**config.mk**
```make
export PLATFORM = sky130hd
export DESIGN_NAME = csx_select_expander
export DESIGN_NICKNAME = d
export VERILOG_FILES = /design/src/rtl/csx_pkg.sv /design/src/rtl/csx_sync.sv /design/src/rtl/csx_shift.sv /design/src/rtl/csx_ctrl.sv /design/src/rtl/csx_select_expander.sv
export SDC_FILE = /design/constraint.sdc
export NUM_CORES = 1
export LEC_CHECK = 0
export BUFFER_PORTS_ARGS = -buffer_cell sky130_fd_sc_hd__buf_4
export CORE_ASPECT_RATIO = 1.75
export CORE_MARGIN = 2
export CORE_UTILIZATION = 55
export DETAILED_ROUTE_END_ITERATION = 12
export GPL_ROUTABILITY_DRIVEN = 0
export HOLD_SLACK_MARGIN = 0.12
export PLACE_DENSITY = 0.82
export SYNTH_ARGS = -nofsm -noshare
export SYNTH_HDL_FRONTEND = slang
export SYNTH_SLANG_ARGS = --single-unit
```
**constraint.sdc**
```tcl
create_clock -name clk -period 5.6 [get_ports clk]
set_clock_uncertainty 0.1 [all_clocks]
set_input_delay 0.56 -clock clk [delete_from_list [all_inputs] [get_ports clk]]
set_output_delay 0.56 -clock clk [all_outputs]
set_load 0.02 [all_outputs]
```
**src/rtl/csx_pkg.sv**
```systemverilog
package csx_pkg;

    typedef enum logic [1:0] {
        ST_OFF    = 2'd0,
        ST_ON     = 2'd1,
        ST_FAULT  = 2'd2,
        ST_DECODE = 2'd3
    } csx_state_e;

    // Number of live outputs of the two-line decoder; code 11 drives none.
    localparam int DEC_OUTS = 3;
    localparam int CODE_W   = 2;

endpackage

```
**src/rtl/csx_sync.sv**
```systemverilog
module csx_sync #(
    parameter int           W       = 1,
    parameter int           STAGES  = 2,
    parameter logic [W-1:0] RST_VAL = '0
) (
    input  logic         clk,
    input  logic         rst_n,
    input  logic [W-1:0] d,
    output logic [W-1:0] q
);

    logic [W-1:0] stg [STAGES];

    always_ff @(posedge clk or negedge rst_n) begin
        if (!rst_n) begin
            for (int i = 0; i < STAGES; i++) stg[i] <= RST_VAL;
        end else begin
            stg[0] <= d;
            for (int i = 1; i < STAGES; i++) stg[i] <= stg[i-1];
        end
    end

    assign q = stg[STAGES-1];

endmodule

```
**src/rtl/csx_shift.sv**
```systemverilog
module csx_shift #(
    parameter int NSEL = 8
) (
    input  logic            clk,
    input  logic            rst_n,
    input  logic            sclk_s,
    input  logic            mosi_s,
    input  logic            strobe_s,
    output logic [NSEL-1:0] latch_q
);

    logic            sclk_p;
    logic            strobe_p;
    logic [NSEL-1:0] shreg;
    logic            sclk_rise;
    logic            strobe_rise;

    assign sclk_rise   = sclk_s & ~sclk_p;
    assign strobe_rise = strobe_s & ~strobe_p;

    always_ff @(posedge clk or negedge rst_n) begin
        if (!rst_n) begin
            sclk_p   <= 1'b0;
            strobe_p <= 1'b1;
            shreg    <= '1;
            latch_q  <= '1;
        end else begin
            sclk_p   <= sclk_s;
            strobe_p <= strobe_s;
            if (sclk_rise) shreg <= {shreg[NSEL-2:0], mosi_s};
            if (strobe_rise) latch_q <= shreg;
        end
    end

    // a sampled SCLK rise places the sampled MOSI bit at the bottom
    assert_shift_in_R2: assert property (@(posedge clk) disable iff (!rst_n)
        (sclk_s && !sclk_p) |=> (shreg[0] == $past(mosi_s)));

    // the latch takes the shift register contents on a strobe rise
    assert_latch_copy_R2: assert property (@(posedge clk) disable iff (!rst_n)
        (strobe_s && !strobe_p) |=> (latch_q == $past(shreg)));

    // without a strobe rise the latch keeps its value
    assert_latch_hold_R3: assert property (@(posedge clk) disable iff (!rst_n)
        !(strobe_s && !strobe_p) |=> $stable(latch_q));

endmodule

```
**src/rtl/csx_ctrl.sv**
```systemverilog
module csx_ctrl
    import csx_pkg::*;
#(
    parameter int NSEL = 8
) (
    input  logic              clk,
    input  logic              rst_n,
    input  logic              mode_s,
    input  logic              oe_n_s,
    input  logic [CODE_W-1:0] code_s,
    input  logic [NSEL-1:0]   latch_q,
    output logic [NSEL-1:0]   dev_sel_n,
    output logic              err
);

    csx_state_e          state_q, state_d, exp_target;
    logic [NSEL-1:0]     pat_q;
    logic [CODE_W-1:0]   code_q;
    logic [NSEL-1:0]     dec_vec;
    logic                pat_ok;

    assign pat_ok = ($countones(~latch_q) <= 1);

    always_comb begin
        if (!pat_ok)      exp_target = ST_FAULT;
        else if (!oe_n_s) exp_target = ST_ON;
        else              exp_target = ST_OFF;
    end

    always_comb begin
        state_d = state_q;
        unique case (state_q)
            ST_OFF:    state_d = mode_s ? ST_DECODE : exp_target;
            ST_ON:     state_d = mode_s ? ST_DECODE : exp_target;
            ST_FAULT:  state_d = mode_s ? ST_DECODE : exp_target;
            ST_DECODE: state_d = mode_s ? ST_DECODE : exp_target;
        endcase
    end

    // State register with the pattern and code that belong to the state
    always_ff @(posedge clk or negedge rst_n) begin
        if (!rst_n) begin
            state_q <= ST_OFF;
            pat_q   <= '1;
            code_q  <= '1;
        end else begin
            state_q <= state_d;
            pat_q   <= latch_q;
            code_q  <= code_s;
        end
    end

    generate
        for (genvar g = 0; g < NSEL; g++) begin : g_dec
            if (g < DEC_OUTS) begin : g_live
                assign dec_vec[g] = (code_q != CODE_W'(g));
            end else begin : g_idle
                assign dec_vec[g] = 1'b1;
            end
        end
    endgenerate

    // Registered outputs
    always_ff @(posedge clk or negedge rst_n) begin
        if (!rst_n) begin
            dev_sel_n <= '1;
            err       <= 1'b0;
        end else begin
            unique case (state_q)
                ST_OFF: begin
                    dev_sel_n <= '1;
                    err       <= 1'b0;
                end
                ST_ON: begin
                    dev_sel_n <= pat_q;
                    err       <= 1'b0;
                end
                ST_FAULT: begin
                    dev_sel_n <= '1;
                    err       <= 1'b1;
                end
                ST_DECODE: begin
                    dev_sel_n <= dec_vec;
                    err       <= 1'b0;
                end
            endcase
        end
    end

    // never more than one select low
    assert_one_low_R5: assert property (@(posedge clk) disable iff (!rst_n)
        ($countones(~dev_sel_n) <= 1));

    // disabled state releases every select
    assert_off_high_R4: assert property (@(posedge clk) disable iff (!rst_n)
        (state_q == ST_OFF) |=> (&dev_sel_n && !err));

    // fault state raises the flag with selects high
    assert_fault_high_R5: assert property (@(posedge clk) disable iff (!rst_n)
        (state_q == ST_FAULT) |=> (&dev_sel_n && err));

    // code 11 in decoder mode selects nothing
    assert_decode_none_R6: assert property (@(posedge clk) disable iff (!rst_n)
        (state_q == ST_DECODE && code_q == 2'b11) |=> &dev_sel_n);

    // upper selects stay high in decoder mode
    assert_decode_upper_R6: assert property (@(posedge clk) disable iff (!rst_n)
        (state_q == ST_DECODE) |=> (&dev_sel_n[NSEL-1:DEC_OUTS] && !err));

endmodule

```
**src/rtl/csx_select_expander.sv**
```systemverilog
module csx_select_expander
    import csx_pkg::*;
#(
    parameter int NSEL        = 8,
    parameter int SYNC_STAGES = 2
) (
    input  logic            clk,
    input  logic            rst_n,
    input  logic            spi_sclk,
    input  logic            spi_mosi,
    input  logic            host_sel_latch,
    input  logic            host_sel_oe_n,
    input  logic            decode_mode,
    output logic [NSEL-1:0] dev_sel_n,
    output logic            pattern_err
);

    localparam int IN_W = 5;
    // {mode, oe_n, latch, mosi, sclk} at their idle values
    localparam logic [IN_W-1:0] IN_IDLE = 5'b01100;

    logic [IN_W-1:0]   raw_in, sync_in;
    logic              sclk_s, mosi_s, latch_s, oe_n_s, mode_s;
    logic [NSEL-1:0]   latch_q;
    logic [CODE_W-1:0] code_s;

    assign raw_in = {decode_mode, host_sel_oe_n, host_sel_latch, spi_mosi, spi_sclk};

    csx_sync #(
        .W       (IN_W),
        .STAGES  (SYNC_STAGES),
        .RST_VAL (IN_IDLE)
    ) i_sync (
        .clk   (clk),
        .rst_n (rst_n),
        .d     (raw_in),
        .q     (sync_in)
    );

    assign {mode_s, oe_n_s, latch_s, mosi_s, sclk_s} = sync_in;
    assign code_s = {oe_n_s, latch_s};

    csx_shift #(
        .NSEL (NSEL)
    ) i_shift (
        .clk      (clk),
        .rst_n    (rst_n),
        .sclk_s   (sclk_s),
        .mosi_s   (mosi_s),
        .strobe_s (latch_s),
        .latch_q  (latch_q)
    );

    csx_ctrl #(
        .NSEL (NSEL)
    ) i_ctrl (
        .clk       (clk),
        .rst_n     (rst_n),
        .mode_s    (mode_s),
        .oe_n_s    (oe_n_s),
        .code_s    (code_s),
        .latch_q   (latch_q),
        .dev_sel_n (dev_sel_n),
        .err       (pattern_err)
    );

endmodule

```
==> results of run 1 <==
synthesized netlist by cell type:
| cell type | n |
|---|---|
| and3b_1 | 2 |
| o21ai_0 | 3 |
| nand2b_1 | 5 |
| nor2b_1 | 3 |
| mux2_4 | 8 |
| ha_1 | 6 |
| fa_1 | 4 |
| dfstp_2 | 38 |
| nor3b_1 | 1 |
| mux2_2 | 8 |
| nand3b_1 | 1 |
| dfrtp_1 | 10 |
| o21bai_1 | 1 |
| nor2b_4 | 1 |
| nor2_1 | 3 |
| buf_6 | 2 |
| or2_2 | 1 |
| inv_1 | 19 |
flip-flops by register name (all words and copies together) (netlist names):
| signal | cells |
|---|---|
| i_ctrl.code_q | 2 |
| i_ctrl.dev_sel_n | 8 |
| i_ctrl.err | 1 |
| i_ctrl.pat_q | 8 |
| i_ctrl.state_q | 2 |
| i_shift.latch_q | 8 |
| i_shift.sclk_p | 1 |
| i_shift.shreg | 8 |
| i_sync.q | 5 |
| i_sync.stg | 5 |
cells by family after synthesis:
group                    count (synthesis)
flip-flops                              48
buffers and inverters                   21
AND/OR/NAND/NOR                         17
multiplexers                            16
adder cells (fa/ha/maj)                 10
AO/OA/AOI/OAI                            4
power breakdown:
part           internal (mW)  total [mW]  switching [mW]  leakage (nW)
clock network          0.146       0.255           0.109        0.0614
logic                  0.204       0.401           0.197         0.365
registers              0.505       0.562          0.0567         0.514
how the worst max path moves through the flow:
| stage | cells past startpoint | start | end | slack (ps) |
|---|---|---|---|---|
| 2_1_floorplan | 11 | i_shift.latch_q[6]$_DFFE_PN1P_ | i_ctrl.state_q[1]$_DFF_PN0_ | 2730 |
| 3_3_place_gp | 11 | i_shift.latch_q[6]$_DFFE_PN1P_ | i_ctrl.state_q[1]$_DFF_PN0_ | 2690 |
| 3_5_place_dp | 11 | i_shift.latch_q[6]$_DFFE_PN1P_ | i_ctrl.state_q[1]$_DFF_PN0_ | 2590 |
| 4_1_cts | 11 | i_shift.latch_q[6]$_DFFE_PN1P_ | i_ctrl.state_q[1]$_DFF_PN0_ | 2590 |
| 5_1_grt | 11 | i_shift.latch_q[4]$_DFFE_PN1P_ | i_ctrl.state_q[1]$_DFF_PN0_ | 2470 |
| 6_report | 11 | i_shift.latch_q[6]$_DFFE_PN1P_ | i_ctrl.state_q[1]$_DFF_PN0_ | 2600 |
area by class of cell:
cell class                      instances  area (µm²)  share of cell area [%]
Sequential cell                        48        1250                    59.2
Clock buffer                            6        82.6                    3.91
Tap cell                               43        53.8                    2.55
Inverter                               19        71.3                    3.38
Timing Repair Buffer                   15         113                    5.34
Multi-Input combinational cell         47         502                    23.8
Clock inverter                          2        38.8                    1.84
metal layers:
layer	vias up	part of all wire, %	track usage, %
met3	5	4.1	4.72
met2	19	56	25.3
li1	399	-	-
met4	0	2.0	7.30
met1	432	38	17.6
met5	-	0	0
metrics by stage:
step,hold WS [ps],area [µm²],power (mW),std cells
floorplan,164,1840,0.858,116
global placement,234,1990,0.936,172
detailed placement,237,1990,0.977,172
CTS,158,2110,1.24,180
global route,187,2110,1.32,180
finish,155,2110,1.22,180
==> impl_metrics.tcl, run 1 <==
set metrics [dict create \
    slew_violations 0 \
    synth_area_leaders "dfstp_2, dfrtp_1, mux2_4" \
    fillers 245 \
    clock-sinks 48 \
    r2r_setup_slack_ps 2600 \
    synthCells 116 \
    min_path_type "input port to async pin" \
    grt_pass1_wl_mm 4.15 \
    synthDistinctLibCells 18 \
    globalRoute.totalOverflow 0 \
    dr.pass1.iters 2 \
    period_share_pct 53.6 \
    status "completed" \
    start_kind "flop" \
    final_common_cell "dfstp_2" \
    synth_mux_area_share_pct 11.4 \
    cpMostUsedCell "inv_1" \
    ios 16 \
    postCtsSetupBuffers 0 \
    postSynthAreaPerCell_um2 15.9 \
    synth_xor_xnor_area_share_pct 0 \
    cap_violations 0 \
    end_kind "flop" \
    nets 153 \
    max_stage_delay_ps 540 \
    ys_warn_count 0 \
    die_area_um2 3850 \
    place_worst_setup_slack_ps 2590 \
    fp-row-count 27 \
    reg2reg_to "i_ctrl.state_q[1]$_DFF_PN0_" \
    setup_tns_ps 0 \
    synth-seq-cells 48 \
    clk_latency_ps 300 \
    finish.utilization_pct 66.4 \
    vdd_drop_max_v 0.000308 \
    setup_viol 0 \
    rsz0062_at_grt "false" \
    synth_compound_area_share_pct 1.22 \
    die_y_um 80.6 \
    synth-adder-area-share_pct 8.41 \
    path_max_fanout 3 \
    htree_levels 2 \
    dp_hpwl_mm 1.71 \
    cp.buffers_inverters 4 \
    vias_per_cell 4.75 \
    cp_cell_sequence "inv_1 -> ha_1 -> inv_1 -> fa_1 -> inv_1 -> fa_1 -> ha_1 -> inv_1 -> fa_1 -> nand3b_1 -> or2_2" \
    synth_top_area_share_pct 54.1 \
    cts_tree "built" \
    cp_data_arrival_time_ps 3090 \
    crit_type "flop to flop" \
    io_buffers 15 \
    core_area_um2 3180 \
    period_minus_slack_ps 3000 \
    ant_nets 0 \
    synth-simple-area-share_pct 6.17 \
    area_growth_syn_to_layout_pct 14.4 \
    diodes 0 \
    leakagePower_nw 0.940 \
    worstMarginPinSlew_ps 966 \
    drt_iter0_markers 5 \
    cts_buffer_depth 2 \
    initial_utilization_pct 58.1 \
    cp_slowest_cell "fa_1" \
    postCtsHoldBufs 0 \
    synth_area_leader_cell "dfstp_2" \
    grt.total_usage_pct 15.5 \
    synth_top_family_by_area "multiplexers" \
    grt_max_degree 49 \
    cts_root_buf "clkbuf_8" \
    slew_headroom_pct 35.5 \
    path_clk_slew_ps 90 \
    drc_errors 0 \
    cts_resized 0 \
    fmax_mhz 333 \
    cp_top_family "adder cells" \
    syn_area_um2 1840 \
    synth_nets 133 \
    post_drt_wl_per_cell_um 13.3 \
    hold_viol 0 \
    cts_buffers 5 \
    worstReg2RegStart "i_shift.latch_q[6]$_DFFE_PN1P_" \
    die_x_um 47.8 \
    r2r_cells 11 \
    first_global_vias 949 \
    synth_seq_area_share_pct 67.7 \
    layout_common_cells "dfstp_2, inv_1, buf_4, dfrtp_1" \
    drive_above_1_share_pct 57.7 \
    vias 855 \
    p_per_area_nw_per_um2 578 \
    worstPathRequired_ps 5690 \
    wl_mm 2.39 \
    setup_ws_ps 2600 \
    antenna_found_initial 0 \
]
(Power assumes the default switching activity.)
==> run 2: changes to the inputs <==
--- a/config.mk
+++ b/config.mk
@@ -5,6 +5,7 @@
 export SDC_FILE = /design/constraint.sdc
 export NUM_CORES = 1
 export LEC_CHECK = 0
+export ABC_AREA = 1
 export BUFFER_PORTS_ARGS = -buffer_cell sky130_fd_sc_hd__buf_4
 export CORE_ASPECT_RATIO = 1.75
 export CORE_MARGIN = 2
==> constraint.sdc (replaced) <==
create_clock -name clk -period 2.8 [get_ports clk]
set_clock_uncertainty 0.1 [all_clocks]
set_input_delay 0.28 -clock clk [delete_from_list [all_inputs] [get_ports clk]]
set_output_delay 0.28 -clock clk [all_outputs]
set_load 0.02 [all_outputs]
==> impl_metrics.tcl, run 2 <==
set metrics [dict create \
    status "complete, but fails checks" \
    violations "negative setup slack" \
    synth_area_leaders "dfstp_2, dfrtp_1, inv_1" \
    hold_ws_ps 252 \
    ys_warn_count 0 \
    synth-seq-cells 48 \
    grt_max_degree 49 \
    postSynthAreaPerCell_um2 12.1 \
    synth_area_leader_cell "dfstp_2" \
    drc_errors 0 \
    worstMarginPinSlew_ps 560 \
    setup_ws_ps -5.99 \
    period_share_pct 100 \
    min_path_type "flop to flop" \
    drt_iter0_markers 17 \
    initial_utilization_pct 56.9 \
    cp_slowest_cell "fa_1" \
    switching_share_pct 27.8 \
    area_growth_syn_to_layout_pct 23.6 \
    p_per_area_nw_per_um2 923 \
    period_minus_slack_ps 2810 \
    die_y_um 81.6 \
    hold_viol 0 \
    grt_pass1_wl_mm 4.93 \
    synth_seq_area_share_pct 65.9 \
    vdd_drop_max_v 0.000596 \
    dpl-instance-area_um2 2070 \
    globalRoute.totalOverflow 0 \
    synthCells 156 \
    r2r_setup_slack_ps -6 \
    multiInputGateArea_um2 528 \
    die_area_um2 3950 \
    synthDistinctLibCells 16 \
    combinationalPowerShare_pct 27.1 \
    cts_buffers 5 \
    dp_hpwl_mm 2.06 \
    setup_tns_ps -5.99 \
    switchingPower_mw 0.601 \
    nets 205 \
    pwr-share-clk_pct 30.8 \
    wl_mm 2.96 \
    leakagePower_nw 1.05 \
    yosysMostFrequentCell "dfstp_2" \
    cts_buffer_depth 2 \
    regArea_um2 1250 \
    dr.pass1.iters 4 \
    path_clk_slew_ps 80 \
    fp-row-count 28 \
    max_stage_delay_ps 540 \
    synth_top_area_share_pct 52.7 \
    end_kind "flop" \
    grt.total_usage_pct 17.4 \
    first_global_vias 1114 \
    cp_cell_sequence "inv_2 -> ha_4 -> inv_2 -> fa_1 -> inv_1 -> fa_1 -> ha_2 -> inv_2 -> fa_1 -> nand2_1 -> nor2_2 -> nand2_1" \
    fmax_mhz 356 \
    cp.buffers_inverters 4 \
    ys_top_cells_by_count "dfstp_2, inv_1, nand2_1" \
    hold_depth 0 \
    slew_violations 0 \
    p_int_mw 1.56 \
    setup_viol 1 \
    p_seq_share_pct 42.2 \
    rsz0062_at_grt "true" \
    final_cell_area_um2 2340 \
    worstPathRequired_ps 2890 \
    htree_levels 2 \
    start_kind "flop" \
    crit_type "flop to flop" \
    slew_headroom_pct 62.7 \
    min_to "i_sync.q[4]$_DFF_PN0_" \
    antenna_found_initial 0 \
    synth_nets 173 \
    cp_data_arrival_time_ps 2900 \
    diodes 0 \
    synth_enable_flop_cells 0 \
    place_worst_setup_slack_ps -135 \
    io_buffers 15 \
    cts_root_buf "clkbuf_8" \
    ios 16 \
    cts_tree "built" \
    clk_latency_ps 300 \
    cap_violations 0 \
    cp_top_family "adder cells" \
    vias_per_cell 4.62 \
    post_drt_wl_per_cell_um 12.6 \
    die_x_um 48.4 \
    synthArstFlopShare_pct 100 \
    core_area_um2 3330 \
    vias 1081 \
    fillers 215 \
    r2r_cells 12 \
    reg2reg_to "i_ctrl.state_q[1]$_DFF_PN0_" \
    path_max_fanout 2 \
    synth_flop_cell "dfstp_2" \
    drive_above_1_share_pct 56.1 \
    clock-sinks 48 \
    ant_nets 0 \
    layout_common_cells "dfstp_2, nand2_1, buf_4, inv_1, inv_2" \
    worstHoldStart "i_sync.stg[9]$_DFF_PN0_" \
    final_common_cell "dfstp_2" \
    worstReg2RegStart "i_shift.latch_q[5]$_DFFE_PN1P_" \
    syn_area_um2 1890 \
]
run 2: worst max-delay path by stage:
| stage | start | to | slack, ps | depth (start not counted) |
|---|---|---|---|---|
| 2_1_floorplan | i_shift.latch_q[6]$_DFFE_PN1P_ | i_ctrl.state_q[0]$_DFF_PN0_ | 20 | 13 |
| 3_3_place_gp | i_shift.latch_q[6]$_DFFE_PN1P_ | i_ctrl.state_q[0]$_DFF_PN0_ | -9 | 13 |
| 3_5_place_dp | i_shift.latch_q[6]$_DFFE_PN1P_ | i_ctrl.state_q[0]$_DFF_PN0_ | -130 | 13 |
| 4_1_cts | i_shift.latch_q[3]$_DFFE_PN1P_ | i_ctrl.state_q[1]$_DFF_PN0_ | -60 | 12 |
| 5_1_grt | i_shift.latch_q[5]$_DFFE_PN1P_ | i_ctrl.state_q[0]$_DFF_PN0_ | -70 | 13 |
| 6_report | i_shift.latch_q[5]$_DFFE_PN1P_ | i_ctrl.state_q[1]$_DFF_PN0_ | -6 | 12 |
run 2: cells by family after synthesis:
| family | count (synthesis) | share of synthesized area (%) |
|---|---|---|
| adders and majority gates | 10 | 8.19 |
| DFF | 48 | 65.9 |
| AOI/OAI and AO/OA | 14 | 6.08 |
| buffers and inverters | 37 | 8.59 |
| and+or+nand+nor | 47 | 11.2 |
run 2: through the flow:
| step | utilization, % | power (mW) | cells |
|---|---|---|---|
| floorplan | - | 1.24 | 156 |
| global placement | 62.2 | 1.36 | 219 |
| detailed placement | 62.2 | 1.41 | 219 |
| CTS | 70.3 | 2.18 | 234 |
| global route | 70.3 | 2.28 | 234 |
| finish | 70.3 | 2.16 | 234 |
run 2: power by group through the flow:
stage | sequential (mW) | combinational, mW | clock (mW)
floorplan | 0.940 | 0.295 | 0
global placement | 0.913 | 0.451 | 0
detailed placement | 0.920 | 0.487 | 0
CTS | 0.911 | 0.588 | 0.679
global route | 0.925 | 0.649 | 0.707
finish | 0.911 | 0.585 | 0.665
run 2: timing repair:
item                                    in CTS  in global routing
endpoints found under the hold margin       15                  0
setup buffers                                1                  0
endpoints found under the setup margin       2                  2
pin swaps                                   10                  7
gates resized for setup                     20                  2
hold buffers                                 6                  0
run 2: metal layers:
metal  global-route usage [%]  part of all wire, %
met1                     16.7                   35
met2                     32.8                   57
met3                     3.82                  2.8
met4                     12.0                  4.7
met5                        0                    0
run 2: worst register-to-register path: cells and delay by family (launching register included):
family	cells	cell delay, ps
buf+inv	4	190
fa+ha+maj	5	1800
flops	1	380
simple gates	3	230
run 2: final cells by class:
| cell class | count | share of cell area (%) |
|---|---|---|
| Multi-Input combinational cell | 71 | 22.6 |
| Inverter | 35 | 5.61 |
| Tap cell | 45 | 2.41 |
| Clock buffer | 5 | 2.94 |
| Sequential cell | 48 | 53.3 |
| Timing Repair Buffer | 27 | 9.30 |
| Clock inverter | 3 | 3.85 |
==> run 3: changes to the inputs <==
--- a/config.mk
+++ b/config.mk
@@ -14,6 +14,7 @@
 export GPL_ROUTABILITY_DRIVEN = 0
 export HOLD_SLACK_MARGIN = 0.12
 export PLACE_DENSITY = 0.82
+export SKIP_LAST_GASP = 1
 export SYNTH_ARGS = -nofsm -noshare
 export SYNTH_HDL_FRONTEND = slang
 export SYNTH_SLANG_ARGS = --single-unit
==> impl_metrics.tcl, run 3 (synthesis results as in run 2) <==
set metrics [dict create \
    final_common_cell "dfstp_2" \
    die_area_um2 3950 \
    dr.pass1.iters 4 \
    r2r_cells 12 \
    globalRoute.totalOverflow 0 \
    min_path_type "flop to flop" \
    io_buffers 15 \
    grt_pass1_wl_mm 4.93 \
    min_to "i_sync.q[4]$_DFF_PN0_" \
    drive_above_1_share_pct 55.6 \
    rsz0062_at_grt "true" \
    wl_met1_mm 1.04 \
    clock-sinks 48 \
    setup_viol 1 \
    vias_per_cell 4.62 \
    cts_buffers 5 \
    cap_violations 0 \
    initial_utilization_pct 56.9 \
    core_area_um2 3330 \
    start_kind "flop" \
    die_y_um 81.6 \
    worstReg2RegStart "i_shift.latch_q[5]$_DFFE_PN1P_" \
    cp_data_arrival_time_ps 2900 \
    vdd_drop_max_v 0.000596 \
    grt_max_degree 49 \
    dp_hpwl_mm 2.06 \
    die_x_um 48.4 \
    layout_common_cells "dfstp_2, nand2_1, inv_1, buf_4, inv_2" \
    nets 205 \
    antenna_found_initial 0 \
    cts_buffer_depth 2 \
    reg2reg_to "i_ctrl.state_q[1]$_DFF_PN0_" \
    r2r_setup_slack_ps -7 \
    setup_ws_ps -6.61 \
    drc_errors 0 \
    end_kind "flop" \
    htree_levels 2 \
    first_global_vias 1114 \
    crit_type "flop to flop" \
    cts_tree "built" \
    area_growth_syn_to_layout_pct 23.6 \
    ios 16 \
    worstPathRequired_ps 2890 \
    cts_root_buf "clkbuf_8" \
    ant_nets 0 \
    worstHoldStart "i_sync.stg[9]$_DFF_PN0_" \
    period_share_pct 100 \
    period_minus_slack_ps 2810 \
    fp-row-count 28 \
    slew_headroom_pct 62.8 \
    path_clk_slew_ps 80 \
    post_drt_wl_per_cell_um 12.6 \
    final_cell_area_um2 2340 \
    instances_no_fill 234 \
    slew_violations 0 \
    p_per_area_nw_per_um2 922 \
    clk_latency_ps 300 \
    hold_depth 0 \
    route.met2.wl_mm 1.69 \
    fmax_mhz 356 \
    wl_mm 2.95 \
    worstMarginPinSlew_ps 558 \
    dp.cells 219 \
    leakagePower_nw 1.05 \
    dpl-instance-area_um2 2070 \
    violations "negative setup slack" \
    dr_wl_met3_um 84 \
    vias 1081 \
    drt_iter0_markers 16 \
    hold_viol 0 \
    diodes 0 \
    top_layer_used "met4" \
    grt.total_usage_pct 17.4 \
    status "complete, but fails checks" \
    path_max_fanout 2 \
]
==> run 3: cell counts in the layout (fill, tap and decap cells not counted) <==
Identical to the previous run, type by type.
==> run 3: layout make-up <==
type / instances / area [µm²]
Multi-Input combinational cell: 71 / 528
Clock inverter: 3 / 90.1
Fill cell: 215 / 987
Inverter: 35 / 131
Timing Repair Buffer: 27 / 218
Sequential cell: 48 / 1250
Tap cell: 45 / 56.3
Clock buffer: 5 / 68.8
==> run 3: per-stage QoR <==
stage | util [%] | hold WS, ps | power [mW] | worst slack, ps | TNS, ps
after floorplan | - | -116 | 1.24 | 18.3 | 0
after global placement | 62.2 | 196 | 1.36 | -9.19 | -9.19
after detailed placement | 62.2 | 208 | 1.41 | -135 | -217
after CTS | 70.3 | 256 | 2.18 | -64.5 | -115
after global routing | 70.3 | 265 | 2.28 | -83.2 | -145
final | 70.3 | 252 | 2.16 | -6.61 | -6.61
==> run 3: worst max-delay path by stage <==
| stage | end | startpoint |
|---|---|---|
| after detailed placement | i_ctrl.state_q[0]$_DFF_PN0_ | i_shift.latch_q[6]$_DFFE_PN1P_ |
| after global routing | i_ctrl.state_q[0]$_DFF_PN0_ | i_shift.latch_q[7]$_DFFE_PN1P_ |
| after CTS | i_ctrl.state_q[1]$_DFF_PN0_ | i_shift.latch_q[3]$_DFFE_PN1P_ |
| after floorplan | i_ctrl.state_q[0]$_DFF_PN0_ | i_shift.latch_q[6]$_DFFE_PN1P_ |
| after global placement | i_ctrl.state_q[0]$_DFF_PN0_ | i_shift.latch_q[6]$_DFFE_PN1P_ |
| final | i_ctrl.state_q[1]$_DFF_PN0_ | i_shift.latch_q[5]$_DFFE_PN1P_ |
==> run 3: critical path: stages (launching register included) <==
cell     delay (ps)
dfstp_2         380
inv_2            60
ha_4            120
inv_2            40
fa_1            540
inv_1            50
fa_1            480
ha_2            170
inv_2            40
fa_1            490
nand2_1          60
nor2_2          100
nand2_1          70
==> run 3: repair_timing <==
action / CTS / global route
setup buffers: 1 / 0
endpoints found under the setup margin: 2 / 2
resized for setup: 19 / 2
endpoints found under the hold margin: 15 / 0
hold buffers: 6 / 0
pin swaps: 10 / 7
==> run 3: per-layer routing <==
layer	track usage, %	vias up
met1	16.7	516
met4	12.0	0
met2	32.8	27
li1	-	523
met3	3.82	15
met5	0	-
==> run 3: power by group <==
part	leakage (nW)	switching, mW	internal [mW]
clock	0.0784	0.219	0.446
sequential	0.511	0.0513	0.860
combinational	0.461	0.329	0.254
